[src/rtl/mac_rx_pkg.sv]
package mac_rx_pkg;
  localparam int          DA_BYTES   = 6;
  localparam logic [7:0]  SFD_BYTE   = 8'hD5;
  localparam logic [31:0] CRC_SEED   = 32'hFFFF_FFFF;
  localparam logic [31:0] CRC_POLY_R = 32'hEDB8_8320;
  localparam logic [31:0] CRC_RESID  = 32'hDEBB_20E3;

  typedef enum logic [1:0] {S_PRE, S_ADDR, S_PASS, S_DROP} rx_state_t;

  typedef struct packed {
    logic       vld;
    logic [7:0] data;
  } lane_t;

  // One byte through the reflected CRC32, byte-xor then eight shifts.
  function automatic logic [31:0] crc_step(input logic [31:0] c, input logic [7:0] b);
    logic [31:0] r;
    r = c ^ {24'd0, b};
    for (int i = 0; i < 8; i++) begin
      r = r[0] ? ((r >> 1) ^ CRC_POLY_R) : (r >> 1);
    end
    return r;
  endfunction

  function automatic logic judge_bad(input logic crc_ok, input logic err, input logic short_frm);
    return !crc_ok || err || short_frm;
  endfunction
endpackage

[src/rtl/mac_rx_crc.sv]
module mac_rx_crc
  import mac_rx_pkg::*;
(
  input  logic       clk,
  input  logic       rst_n,
  input  logic       clr,
  input  logic       en,
  input  logic [7:0] data,
  output logic       crc_ok
);
  logic [31:0] crc_q;

  always_ff @(posedge clk or negedge rst_n) begin
    if (!rst_n)   crc_q <= CRC_SEED;
    else if (clr) crc_q <= CRC_SEED;
    else if (en)  crc_q <= crc_step(crc_q, data);
  end

  assign crc_ok = (crc_q == CRC_RESID);
endmodule

[src/rtl/mac_rx_match.sv]
module mac_rx_match #(
  parameter int N_ENTRIES = 4
) (
  input  logic [47:0]             da,
  input  logic [N_ENTRIES*48-1:0] tbl_mac,
  input  logic [N_ENTRIES-1:0]    tbl_vld,
  input  logic                    promisc,
  output logic                    hit
);
  logic [N_ENTRIES-1:0] ent_hit;

  for (genvar i = 0; i < N_ENTRIES; i++) begin : g_ent
    assign ent_hit[i] = tbl_vld[i] && (tbl_mac[i*48 +: 48] == da);
  end

  assign hit = promisc || (&da) || (|ent_hit);
endmodule

[src/rtl/mac_rx_delay.sv]
module mac_rx_delay
  import mac_rx_pkg::*;
#(
  parameter int DEPTH = 6
) (
  input  logic       clk,
  input  logic       rst_n,
  input  logic       in_vld,
  input  logic [7:0] in_data,
  output logic       out_vld,
  output logic [7:0] out_data,
  output logic       prev_vld
);
  for (genvar k = 0; k < DEPTH; k++) begin : g_st
    lane_t q;
    if (k == 0) begin : g_head
      always_ff @(posedge clk or negedge rst_n) begin
        if (!rst_n) q <= '0;
        else        q <= '{vld: in_vld, data: in_data};
      end
    end else begin : g_tail
      always_ff @(posedge clk or negedge rst_n) begin
        if (!rst_n) q <= '0;
        else        q <= g_st[k-1].q;
      end
    end
  end

  assign out_vld  = g_st[DEPTH-1].q.vld;
  assign out_data = g_st[DEPTH-1].q.data;
  assign prev_vld = g_st[DEPTH-2].q.vld;
endmodule

[src/rtl/mac_rx_filter.sv]
module mac_rx_filter
  import mac_rx_pkg::*;
#(
  parameter int N_ENTRIES = 4,
  parameter int MIN_FRAME = 64
) (
  input  logic                    clk,
  input  logic                    rst_n,
  input  logic                    gm_dv,
  input  logic [7:0]              gm_byte,
  input  logic                    gm_err,
  input  logic [N_ENTRIES*48-1:0] tbl_mac,
  input  logic [N_ENTRIES-1:0]    tbl_vld,
  input  logic                    promisc,
  output logic [7:0]              cli_data,
  output logic                    cli_valid,
  output logic                    cli_last,
  output logic                    frm_good,
  output logic                    frm_bad
);
  localparam int LEN_W = $clog2(MIN_FRAME + 1);
  localparam int IDX_W = $clog2(DA_BYTES);

  rx_state_t        st;
  logic [IDX_W-1:0] da_idx;
  logic [39:0]      da_q;
  logic [47:0]      da_next;
  logic [LEN_W-1:0] len_q;
  logic             err_q, accept_q, bad_q;
  logic             hit, crc_ok, dl_vld, dl_prev;
  logic [7:0]       dl_data;

  // Named internal events, also watched by the checker.
  logic push, ev_sfd, ev_decide, ev_accept, ev_end;
  assign ev_sfd    = (st == S_PRE) && gm_dv && (gm_byte == SFD_BYTE);
  assign push      = gm_dv && (st != S_PRE);
  assign da_next   = {da_q, gm_byte};
  assign ev_decide = push && (st == S_ADDR) && (da_idx == IDX_W'(DA_BYTES - 1));
  assign ev_accept = ev_decide && hit;
  assign ev_end    = !gm_dv && ((st == S_PASS) || (st == S_DROP));

  always_ff @(posedge clk or negedge rst_n) begin
    if (!rst_n) begin
      st <= S_PRE;
    end else begin
      unique case (st)
        S_PRE:  if (ev_sfd) st <= S_ADDR;
        S_ADDR: if (!gm_dv) st <= S_PRE;
                else if (ev_decide) st <= hit ? S_PASS : S_DROP;
        default: if (!gm_dv) st <= S_PRE;
      endcase
    end
  end

  always_ff @(posedge clk or negedge rst_n) begin
    if (!rst_n) begin
      da_idx   <= '0;
      da_q     <= '0;
      len_q    <= '0;
      err_q    <= 1'b0;
      accept_q <= 1'b0;
      bad_q    <= 1'b0;
    end else begin
      if (ev_sfd) begin
        da_idx   <= '0;
        len_q    <= '0;
        err_q    <= 1'b0;
        accept_q <= 1'b0;
      end else begin
        if (push && st == S_ADDR) begin
          da_idx <= da_idx + 1'b1;
          da_q   <= da_next[39:0];
        end
        if (push && len_q < LEN_W'(MIN_FRAME)) len_q <= len_q + 1'b1;
        if (push && gm_err) err_q <= 1'b1;
        if (ev_accept) accept_q <= 1'b1;
      end
      if (ev_end) bad_q <= judge_bad(crc_ok, err_q, len_q < LEN_W'(MIN_FRAME));
    end
  end

  mac_rx_crc u_crc (
    .clk(clk), .rst_n(rst_n), .clr(ev_sfd), .en(push), .data(gm_byte), .crc_ok(crc_ok)
  );

  mac_rx_match #(.N_ENTRIES(N_ENTRIES)) u_match (
    .da(da_next), .tbl_mac(tbl_mac), .tbl_vld(tbl_vld), .promisc(promisc), .hit(hit)
  );

  mac_rx_delay #(.DEPTH(DA_BYTES)) u_dly (
    .clk(clk), .rst_n(rst_n), .in_vld(push), .in_data(gm_byte),
    .out_vld(dl_vld), .out_data(dl_data), .prev_vld(dl_prev)
  );

  assign cli_data  = dl_data;
  assign cli_valid = dl_vld && accept_q;
  assign cli_last  = cli_valid && !dl_prev;
  assign frm_good  = cli_last && !bad_q;
  assign frm_bad   = cli_last && bad_q;
endmodule

[config.mk]
export PLATFORM = sky130hd
export DESIGN_NAME = mac_rx_filter
export DESIGN_NICKNAME = d
export VERILOG_FILES = /design/src/rtl/mac_rx_pkg.sv /design/src/rtl/mac_rx_crc.sv /design/src/rtl/mac_rx_match.sv /design/src/rtl/mac_rx_delay.sv /design/src/rtl/mac_rx_filter.sv
export SDC_FILE = /design/constraint.sdc
export NUM_CORES = 1
export LEC_CHECK = 0
export BUFFER_PORTS_ARGS = -buffer_cell sky130_fd_sc_hd__buf_2
export CAP_MARGIN = 20
export CORE_MARGIN = 2
export CORE_UTILIZATION = 28
export DETAILED_ROUTE_END_ITERATION = 8
export GPL_TIMING_DRIVEN = 0
export MAX_ROUTING_LAYER = met4
export SLEW_MARGIN = 10
export SYNTH_ARGS = -nofsm -noshare
export SYNTH_HDL_FRONTEND = slang
export SYNTH_HIERARCHICAL = 1
export SYNTH_SLANG_ARGS = --single-unit
[constraint.sdc]
create_clock -name clk -period 2.7 [get_ports clk]
set_clock_uncertainty 0.05 [all_clocks]
set_input_delay 0.54 -clock clk [delete_from_list [all_inputs] [get_ports clk]]
set_output_delay 0.54 -clock clk [all_outputs]
set_load 0.02 [all_outputs]
======== Yosys cells after proc, flatten, opt, wreduce, memory -nomap -nowiden ========
Cells that the tools add are included.
word-level totals
  input bits .............................. 209
  word-level logic and storage cells ...... 107
  flip-flop bits (word level) ............. 141
  output and inout port bits .............. 12
cells by class
  equality and inequality tests ........... 13
  bitwise gates (word level) .............. 10
  $lt $le $gt $ge ......................... 1
  add/sub/neg operators ................... 2
  reduce and logical (&&, ||, !) cells .... 37
  muxes and demuxes ....................... 24
operators with widths
  cell                    count
  $mux W32                10
  $eq A48 B48 Y1          4
  $not A13 Y14            8
  $reduce_and A48 Y1      1
  $eq A32 B32 Y1 const B  1
  $xor A32 B8 Y32         1
  $logic_and A1 B1 Y1     17
  $mux W7                 2
  $reduce_bool A2 Y1      6
  $eq A8 B8 Y1 const B    1
  $mux W2                 4
  $add A7 B1 Y7 const B   1
  $lt A7 B7 Y1 const B    1
  $mux W3                 2
  $logic_or A1 B1 Y1      5
  $mux W1                 5
  $eq A2 B2 Y1 const B    2
  $logic_not A1 Y1        4
  $pmux W2 S2             1
  $reduce_or A4 Y1        1
  $add A3 B1 Y3 const B   1
  $eq A3 B3 Y1 const B    1
  $ne A3 B1 Y1 const B    1
  $ne A3 B3 Y1 const B    1
  6 further kinds         6

======== Depth between registers and ports, before layout ========
Gate-level depths: netlist of run 1.
  word-level depth ........................ 19
  gate-level depth with buffers ........... 9

======== Cells and area by module ========
Netlist of run 1, hierarchy kept.
modules (own cells, without submodules)
  module         times used  cells each  area each (µm²)
  mac_rx_match   1           343         2,570.0
  mac_rx_filter  1           249         2,294.7
  mac_rx_crc     1           197         2,208.4
  mac_rx_delay   1           54          1,351.3

======== Worst setup path before layout of run 1 ========
OpenSTA, ideal clock, no wires.
  path kind ............................... in2reg
  from .................................... input port gm_byte[1]
  to ...................................... register u_crc.crc_q[24]
  arrival ................................. 2.097 ns
  path buffers ............................ 2
  setup slack ............................. 0.448 ns
  stages .................................. 7
  data required time ...................... 2.545 ns
  cell sequence ........................... or4b_4 -> nor3_4 -> buf_6 -> buf_4 -> nor3_1 -> and3_1 -> a2111oi_2
between the ends
  elaborated cells on any way between the ends .. 18
  classes of those cells .................. 1 x eq/ne; 10 x mux; 5 x bitwise; 2 x reduce/logical
RTL lines
  what                                                   RTL line             text
  start: declaration                                     mac_rx_filter.sv:10  input logic [7:0] gm_byte,
  $eq A8 B8 Y1 (*)                                       mac_rx_filter.sv:35  assign ev_sfd = (st == S_PRE) && gm_dv && (gm_byte == SFD_BYTE);
  $logic_and A1 B1 Y1 (*)                                mac_rx_filter.sv:35
  named net ev_sfd                                       mac_rx_filter.sv:34  logic push, ev_sfd, ev_decide, ev_accept, ev_end;
  $mux W32 / $reduce_bool A2 Y1 (equally long branches)  -
  end signal: assignment                                 mac_rx_crc.sv:16     else if (en) crc_q <= crc_step(crc_q, data);
  end: declaration                                       mac_rx_crc.sv:11     logic [31:0] crc_q;
The timed path passes the listed nets; every way through them passes the cells marked *. The select of a mux whose other input is x is not followed.
A chain may end at the register's enable or synchronous reset.

======== Worst setup path after layout of run 1 ========
  from .................................... register da_q[5]
  to ...................................... register st[0]
between the ends
  word-level cells in the longest chain between the ends .. 8
  elaborated cells on any way between the ends .. 16
  classes of those cells .................. 4 x eq/ne; 4 x mux; 8 x reduce/logical
RTL lines
  what                      RTL line             text
  start: declaration        mac_rx_filter.sv:26  logic [39:0] da_q;
  start signal: assignment  mac_rx_filter.sv:72  da_q <= da_next[39:0];
  $eq A48 B48 Y1            mac_rx_match.sv:13   assign ent_hit[i] = tbl_vld[i] && (tbl_mac[i*48 +: 48] == da);
  $logic_and A1 B1 Y1       mac_rx_match.sv:13
  $reduce_or A4 Y1          mac_rx_match.sv:16   assign hit = promisc || (&da) || (|ent_hit);
  $logic_or A1 B1 Y1 (*)    mac_rx_match.sv:16
  named net hit             mac_rx_filter.sv:30  logic hit, crc_ok, dl_vld, dl_prev;
  $mux W1 (*)               mac_rx_filter.sv:49  else if (ev_decide) st <= hit ? S_PASS : S_DROP;
  $mux W2 (*)               mac_rx_filter.sv:49
  $mux W2 (*)               mac_rx_filter.sv:48  S_ADDR: if (!gm_dv) st <= S_PRE;
  $pmux W2 S2 (*)           mac_rx_filter.sv:46  unique case (st)
  end signal: assignment    mac_rx_filter.sv:49
  end: declaration          mac_rx_filter.sv:24  rx_state_t st;
Marked as above.

==> results of run 1 <==
## cells in the mapped netlist (3+ instances only)
| library cell | number |
|---|---|
| dfrtp_1 | 109 |
| xnor2_4 | 7 |
| buf_6 | 13 |
| o31ai_1 | 7 |
| o22ai_1 | 9 |
| buf_1 | 3 |
| nor2_1 | 29 |
| o2bb2ai_1 | 4 |
| xor2_1 | 94 |
| inv_1 | 29 |
| or4_1 | 5 |
| clkbuf_1 | 11 |
| o21ai_0 | 12 |
| nand4b_1 | 6 |
| nand3b_1 | 4 |
| nand2_1 | 125 |
| ha_1 | 3 |
| buf_4 | 3 |
| nand4_1 | 42 |
| a21oi_1 | 23 |
| a211o_1 | 17 |
| nor3_1 | 12 |
| xnor2_1 | 118 |
| buf_2 | 30 |
| nor4_1 | 30 |
| a22o_1 | 5 |
| dfstp_2 | 32 |
| clkbuf_2 | 6 |
| and2_1 | 4 |
| nand3_1 | 5 |
| a221oi_1 | 3 |
| xnor2_2 | 9 |
## stage by stage
stage	area [um^2]	hold WS [ns]	util, %	power, mW
after global routing	10700	0.0230	36.2	7.36
after floorplan	8420	0.194	-	4.03
final	10700	-0.000475	36.2	7.00
after CTS	10700	0.0108	36.0	7.05
after detailed placement	10100	0.285	33.9	4.61
after global placement	10000	0.281	33.8	4.58
## where the power goes
part	internal (mW)	switching, mW	leakage (nW)
clock	1.34	1.07	0.299
combinational	0.980	1.04	3.05
sequential	2.39	0.183	1.74
total	4.71	2.29	5.08
## timing repair
item,in CTS,in global routing
pin swaps,1,2
gates resized for setup,2,6
endpoints found under the setup margin,1,1
## per-layer routing
layer / global-route usage [%] / up-vias
met5: - / -
met4: 5.98 / 0
met3: 4.41 / 40
met2: 28.2 / 269
met1: 24.0 / 3463
li1: - / 3335
## path summary, 6_finish.rpt
check	start	endpoint	slack, ns	cells past startpoint
max	da_q[5]	st[0]	0.13	9
min	rst_n	da_q[10]	-0.0005	1
max reg2reg	da_q[5]	st[0]	0.13	9
min reg2reg	u_dly/g_st[0].q[4]	u_dly/g_st[1].q[4]	0.30	0
max in group asynchronous	rst_n	u_crc/crc_q[24]	1.83	2
min in group clk	gm_byte[7]	u_dly/g_st[0].q[7]	0.29	1
## state kept, by name (all words and copies together) (netlist names)
name and count:
bad_q 1, err_q 1, da_idx 3, u_dly/out_vld 1
u_dly/out_data 8, u_crc/crc_q 32, accept_q 1, u_dly/prev_vld 1
len_q 7, da_q 40, u_dly/g_st.q 44, st 2
## worst max-delay path: cells and delay by family (launching register included)
kind | cells | cell delay (ns)
buf+inv | 1 | 0.22
flops | 1 | 0.39
simple gates | 6 | 1.27
compound gates | 1 | 0.26
xor+xnor | 1 | 0.27
## cell type report
class	instances	area share [%]
inverter	31	1.08
clock inverter	15	1.76
timing repair buffer	221	10.6
sequential	141	33.3
buffer	66	3.74
antenna	3	0.0700
multi-input combinational	605	40.9
clock buffer	17	3.97
tap	390	4.55
## kinds of logic (layout without fill, tap and decap cells)
group,count (synthesis),after routing
AOI/OAI and AO/OA,98,98
xor gates and xnor gates,231,231
adders and majority gates,3,3
buffers and inverters,97,350
DFF,141,141
other,0,3
and+or+nand+nor,273,273
==> impl_metrics.toml, run 1 <==
[status]
status = "finished, violations left"
violations = "hold timing"

[route]
drt_wl_total_um = 28600
wl_per_cell_um = 19.2
final_antenna_net_count = 0
met2_length_um = 13400
vias = 7107
topRoutingLayerUsed = "met4"
wl_met3_um = 1910
dr.pass1.iters = 5
viasPerCell = 4.77
met1_length_um = 12600
drc = 0
drtIter0Drc = 473

[finish]
nets = 1295
layout-drive-gt1-share_pct = 33.6
final_common_cell = "buf_2"
multi_input_area_mm2 = 0.00439
mostFrequentLayoutCells = "249 x buf_2, 125 x nand2_1, 118 x xnor2_1, 109 x dfrtp_1, 94 x xor2_1"
instances_no_fill = 1489
area_delta_synth_final_pct = 27.3
seqCellArea_mm2 = 0.00357
fill_cells = 3041

[power_and_ir_drop]
p_leak_nw = 5.08
p_per_area_mw_per_mm2 = 653
irDropWorstVdd_mv = 0.442

[setup_path]
cp_data_arrival_time_ns = 2.84
worstSetupEndpointType = "flop"
path_max_fanout = 7
cp.required_ns = 2.97
start_kind = "flop"
critical_path_class = "flop to flop"
cp_slowest_cell = "dfrtp_1"
cp_slowest_stage_delay_ns = 0.39
crit_chain = "buf_2 > xnor2_1 > nand4_1 > nor4_4 > nand4_1 > nor4_4 > or3_4 > nand4b_1 > a31o_2"

[logic_synthesis]
yosysSeqAreaShare_pct = 42.4
synth_compound_area_share_pct = 8.24
synth_top_area_share_pct = 32.4
synth_xor_area_share_pct = 26.8
synth_top_family_by_area = "XOR/XNOR gates"
yosys_warnings = 6
synth_area_leader_cell = "dfrtp_1"
ys_types = 57
synth_fa_ha_area_share_pct = 0.446
synth_seq_cells = 141
synthArstFlopShare_pct = 100
synth-simple-area-share_pct = 16.0
synth_edf_count = 0
synth_fp_nets = 1055
synthCells = 843
ys.flop_type = "dfrtp_1"
synth_area_mm2 = 0.00842
syn_avg_cell_area_um2 = 9.99
muxShareOfSynthArea_pct = 0
synth.area.top_cells = "dfrtp_1 32%, xnor2_1 12%, dfstp_2 10%"

[floorplan]
start_util_pct = 28.4
die_w_um = 177
coreArea_mm2 = 0.0296
dieArea_mm2 = 0.0315
pin_count = 221
num_rows = 63
die_h_um = 177

[clock_network]
clk_latency_ns = 0.43
cts_buffers = 17
cts_tree = "built"
cts_setup_buffers = 0
cts_max_level = 4
clk_path_buf_depth = 2
clk_pin_slew_ns = 0.07
root_buffer = "clkbuf_16"
clock-sinks = 141
holdBufCountCts = 0

[run]
maxCapViolCount = 0

[global_route]
grt_max_degree = 76
antenna_found_initial = 2
grt.overflow.total = 0
grt_use_total_pct = 18.4
grt_pass1_vias = 6906
grt_pass1_wl_um = 41700

[sta]
rsz0062_at_grt = "false"
relSlewSlack_pct = 59.7
layout_min_cycle_time_ns = 2.57
setup_viol = 0
drv_slew = 0
final.setup.tns_ns = 0
fin_ws_ns = 0.134
max_freq_mhz = 390
timing.hold.ws_ns = -0.000475
hold_violations = 2
post-route-period-util_pct = 95.0
worstMarginPinSlew_ns = 0.604

[place]
portBuffers = 220
gp_congestion = 0.920
dp_cells = 1454
pre_cts_slack_ns = -0.564
hpwl_um = 22100

[min_path]
hp-class = "input port to async pin"
Note: power is estimated with default switching activity, not from simulation.
==> inputs of run 2 (changes only) <==
CORE_ASPECT_RATIO = 0.75   (was unset)
SYNTH_HIERARCHICAL = unset   (was 1)
==> run 2 against run 1 <==
Against the previous run: the flow now finishes without violations; worst setup slack lost 0.084 ns; combinational power shrank 9%; highest routed layer unchanged; clock-buffer cell count is the same; die area shrank 4.6%; utilization grew 0.24 points; largest cell class unchanged; critical path depth shrank 1; synthesized cell count shrank 12%.
==> impl_metrics.toml, run 2 <==
[status]
status = "finished, final reports clean"

[clock_network]
clock-sinks = 141
clk_latency_ns = 0.43
clk_pin_slew_ns = 0.07
clk_path_buf_depth = 2
cts_tree = "built"
cts_max_level = 4
cts_buffers = 17
root_buffer = "clkbuf_16"

[place]
dp_cells = 1351
hpwl_um = 22400
gp_congestion = 0.911
portBuffers = 220
pre_cts_slack_ns = -0.631

[setup_path]
r2r_end = "st[0]"
cp.required_ns = 2.97
cp_data_arrival_time_ns = 2.92
rrSetupSlack_ns = 0.05
r2r_cells = 8
path_max_fanout = 6
critical_path_class = "flop to flop"
r2r-start = "da_q[39]"
start_kind = "flop"
worstSetupEndpointType = "flop"

[logic_synthesis]
netlist_top_cells_count = "125 x xnor2_1, 116 x xor2_1, 109 x dfrtp_1, 39 x clkbuf_1, 38 x nand4_1"
synth_top_area_share_pct = 34.0
synth_area_mm2 = 0.00803
ys_types = 50
synthArstFlopShare_pct = 100
yosys_warnings = 0
synth_edf_count = 0
synthCells = 745
synth.most_common_cell = "xnor2_1"
yosysSeqAreaShare_pct = 44.5
synth_fp_nets = 957
syn_avg_cell_area_um2 = 10.8
synth_seq_cells = 141
synth.area.top_cells = "dfrtp_1 34%, xnor2_1 14%, xor2_1 13%"
synth_area_leader_cell = "dfrtp_1"
ys.flop_type = "dfrtp_1"

[route]
dr.pass1.iters = 5
wl_per_cell_um = 21.1
final_antenna_net_count = 0
vias = 6552
met2_length_um = 12700
drc = 0
drtIter0Drc = 437
viasPerCell = 4.79
wl_met3_um = 2290
met1_length_um = 13300
drt_wl_total_um = 28900
topRoutingLayerUsed = "met4"

[sta]
setup_viol = 0
drv_slew = 0
relSlewSlack_pct = 48.3
layout_min_cycle_time_ns = 2.65
max_freq_mhz = 377
worstMarginPinSlew_ns = 0.770
fin_ws_ns = 0.0497
hold_violations = 0
final.setup.tns_ns = 0
post-route-period-util_pct = 98.2

[power_and_ir_drop]
p_leak_nw = 4.64
p_per_area_mw_per_mm2 = 658
irDropWorstVdd_mv = 0.443

[finish]
layout-drive-gt1-share_pct = 37.8
reg.largest.list = "u_dly.g_st.q (44), da_q (40), u_crc.crc_q (32)"
mostFrequentLayoutCells = "240 x buf_2, 125 x xnor2_1, 116 x xor2_1, 108 x dfrtp_1, 38 x nand4_1"
nets = 1179
final_common_cell = "buf_2"
instances_no_fill = 1369
largest_register = "u_dly.g_st.q"
largest_register_ffs = 44
area_delta_synth_final_pct = 27.6

[global_route]
antenna_found_initial = 6
grt.overflow.total = 0
grt_pass1_vias = 6687
grt_use_total_pct = 20.0
grt_pass1_wl_um = 41800
grt_max_degree = 91

[min_path]
hp-class = "input port to flop"
hold_start = "gm_byte[5]"
hold_depth = 1
hold_path_end = "u_dly.g_st[0].q[5]"

[floorplan]
die_w_um = 200
coreArea_mm2 = 0.0281
pin_count = 221
start_util_pct = 28.5
die_h_um = 151
num_rows = 53
dieArea_mm2 = 0.0300

[run]
maxCapViolCount = 0
## run 2: cell count changes after synthesis, sizes merged, moves of 7 or more
cell    delta
nor3      +14
inv       -11
buf       -26
nor2      -13
nand2    -104
clkbuf    +22
o211ai     +7
a211o     -17
o31ai      -7
mux2      +35
xor2      +19
## run 2: stage by stage
step	hold WS [ns]	area [um^2]	utilization [%]	power, mW
floorplan	0.194	8030	-	3.84
global placement	0.282	9610	34.2	4.41
detailed placement	0.285	9640	34.3	4.42
CTS	0.163	10200	36.4	6.78
global route	0.164	10200	36.4	7.07
finish	0.180	10200	36.4	6.74
## run 2: final cells by class
cell class	instances	area (um^2)
clock inverter	15	173
multi-input combinational	523	4170
fill	2831	17900
sequential	141	3570
antenna	4	10.0
buffer	43	199
tap	385	482
timing repair buffer	222	1140
clock buffer	17	425
inverter	19	71.3
## run 2: worst max-delay path by stage
stage | from | endpoint | slack (ns) | cells past startpoint
final | da_q[39] | st[0] | 0.05 | 8
after global routing | da_q[21] | st[0] | -0.005 | 7
after CTS | da_q[22] | st[0] | 0.009 | 8
after detailed placement | gm_byte[3] | st[0] | -0.63 | 9
after global placement | rst_n | da_q[25] | -0.93 | 1
after floorplan | gm_byte[6] | st[0] | 0.48 | 8
## run 2: cells by family after synthesis
group	synth area share, %
AO/OA/AOI/OAI	5.99
XOR/XNOR	28.7
adder cells (fa/ha/maj)	0.468
buffers and inverters	4.26
flip-flops	44.5
multiplexers	4.91
AND/OR/NAND/NOR	11.2
## run 2: timing repair
action | CTS | global route
setup endpoints to repair | 2 | 2
resized for setup | 6 | 3
setup buffers | 0 | 0
pin swaps | 0 | 1
hold buffers | 1 | 0
hold endpoints to repair | 2 | 0
## run 2: power by group
| group | total (mW) | switching, mW | internal [mW] |
|---|---|---|---|
| clock network | 2.33 | 1.08 | 1.25 |
| registers | 2.58 | 0.192 | 2.39 |
| logic | 1.83 | 0.964 | 0.870 |
| total | 6.74 | 2.24 | 4.51 |
## run 2: worst max-delay path, stage by stage, from the launching register on
cell	delay, ns
dfrtp_1	0.34
clkbuf_1	0.40
xnor2_1	0.17
nand4_1	0.30
nor4_2	0.38
nand3_1	0.15
o41ai_2	0.39
o21ai_1	0.13
a31o_1	0.23
## run 2: per-layer routing
metal  global-route usage (%)  up-vias
li1                         -     2990
met1                     26.9     3236
met2                     30.2      284
met3                     4.86       42
met4                     5.26        0
met5                        -        -
==> inputs of run 3 (changes only) <==
CORE_UTILIZATION = 53   (was 28)
PLACE_DENSITY = 0.81   (was unset)
SKIP_LAST_GASP = 1   (was unset)
==> run 3 against run 2 <==
Against the previous run: global-route usage is 12 points higher; cell area is 2.4% lower; combinational power hardly changed; cell count is 14% lower; largest power group unchanged.
==> impl_metrics.toml, run 3 (synthesized netlist as in run 2, its figures left out) <==
[sta]
relSlewSlack_pct = 53.5
setup_viol = 0
fin_ws_ns = 0.0606
rsz0062_at_grt = "false"
post-route-period-util_pct = 97.8
drv_slew = 0
max_freq_mhz = 379
hold_violations = 0
final.setup.tns_ns = 0
layout_min_cycle_time_ns = 2.64
worstMarginPinSlew_ns = 0.692

[setup_path]
path_max_fanout = 7
start_kind = "flop"
cp.required_ns = 2.95
r2r_end = "st[0]"
r2r_cells = 7
worstSetupEndpointType = "flop"
r2r-start = "da_q[27]"
rrSetupSlack_ns = 0.06
cp_data_arrival_time_ns = 2.89
critical_path_class = "flop to flop"

[finish]
largest_register_ffs = 44
nets = 1180
largest_register = "u_dly.g_st.q"
mostFrequentLayoutCells = "240 x buf_2, 125 x xnor2_1, 116 x xor2_1, 108 x dfrtp_1, 38 x nand4_1"
instances_no_fill = 1181
final_common_cell = "buf_2"
area_delta_synth_final_pct = 24.5
finalCoreUtilization_pct = 68.2
reg.largest.list = "u_dly.g_st.q (44), da_q (40), u_crc.crc_q (32)"
layout-drive-gt1-share_pct = 37.6
n_antenna_cell = 0

[clock_network]
clk_latency_ns = 0.42
cts_max_level = 4
clock-sinks = 141
clk_path_buf_depth = 2
cts_buffers = 17
cts_tree = "built"
holdBufCountCts = 0
root_buffer = "clkbuf_16"
clk_pin_slew_ns = 0.07

[status]
status = "finished, final reports clean"

[power_and_ir_drop]
p_per_area_mw_per_mm2 = 672
p_leak_nw = 4.64
total_power_mw = 6.71
irDropWorstVdd_mv = 0.533

[global_route]
grt_max_degree = 91
antenna_found_initial = 1
grt_use_total_pct = 32.3
grt.overflow.total = 0
grt_pass1_vias = 6629
grt_pass1_wl_um = 37800

[route]
wl_per_cell_um = 21.6
viasPerCell = 5.71
drt_wl_total_um = 25500
final_antenna_net_count = 0
vias = 6741
drtIter0Drc = 749
dr.pass1.iters = 5
drc = 0

[place]
pre_cts_slack_ns = -0.514
hpwl_um = 19300
portBuffers = 220
dp_cells = 1166
gp_congestion = 0.953

[floorplan]
dieArea_mm2 = 0.0162
num_rows = 38
die_h_um = 111
coreArea_mm2 = 0.0146
die_w_um = 146
start_util_pct = 54.8
pin_count = 221

[run]
maxCapViolCount = 0

[min_path]
hp-class = "input port to async pin"
## run 3: changes by cell type in the layout (fill, tap and decap cells not counted), sizes merged
cell,change
clkbuf,+2
clkinvlp,-1
clkinv,+1
diode,-4
dlygate4sd3,-1
## run 3: through the flow
| step | hold slack, ns | area (um^2) |
|---|---|---|
| CTS | 0.0161 | 9980 |
| global placement | 0.282 | 9380 |
| finish | 0.00928 | 9990 |
| floorplan | 0.194 | 8030 |
| detailed placement | 0.285 | 9410 |
| global route | 0.0330 | 9990 |
## run 3: area by class of cell
type                            count  area, um^2
Tap cell                          200         250
Multi-Input combinational cell    523        4160
Clock buffer                       17         425
Timing Repair Buffer              221        1130
Inverter                           19        71.3
Sequential cell                   141        3570
Clock inverter                     15         171
Buffer                             45         206
Fill cell                        1153        4650
## run 3: how the worst max path moves through the flow
stage          startpoint  endpoint  slack [ns]  depth (start not counted)
3_3_place_gp        rst_n  da_q[29]       -0.81                          1
6_report         da_q[27]     st[0]        0.06                          7
2_1_floorplan  gm_byte[6]     st[0]        0.48                          8
4_1_cts          da_q[15]     st[0]       0.002                          8
5_1_grt          da_q[29]     st[0]        0.01                          8
3_5_place_dp   gm_byte[5]     st[0]       -0.51                          9
## run 3: worst max-delay path, cell delays in order, from the launching register on
cell and delay, ns:
dfrtp_1 0.72, xnor2_1 0.18, nand4_1 0.20, nor4_4 0.40
nand3_1 0.14, o41ai_2 0.46, o21ai_1 0.14, a31o_1 0.23
## run 3: per-layer routing
layer | wire (um) | global-route usage [%] | up-vias
met5 | 0 | - | -
met4 | 601 | 8.80 | 0
met3 | 3300 | 12.0 | 54
met2 | 11100 | 45.9 | 425
met1 | 10500 | 43.6 | 3274
li1 | - | - | 2988
## run 3: power breakdown
group          switching [mW]  internal (mW)
registers               0.189           2.39
clock network            1.06           1.25
logic                   0.956          0.869
total                    2.21           4.50
## run 3: timing repair
item                                    4_1_cts  5_1_grt
setup buffers                                 0        0
gates resized for setup                       1        7
endpoints found under the setup margin        2        2
pin swaps                                     0        1
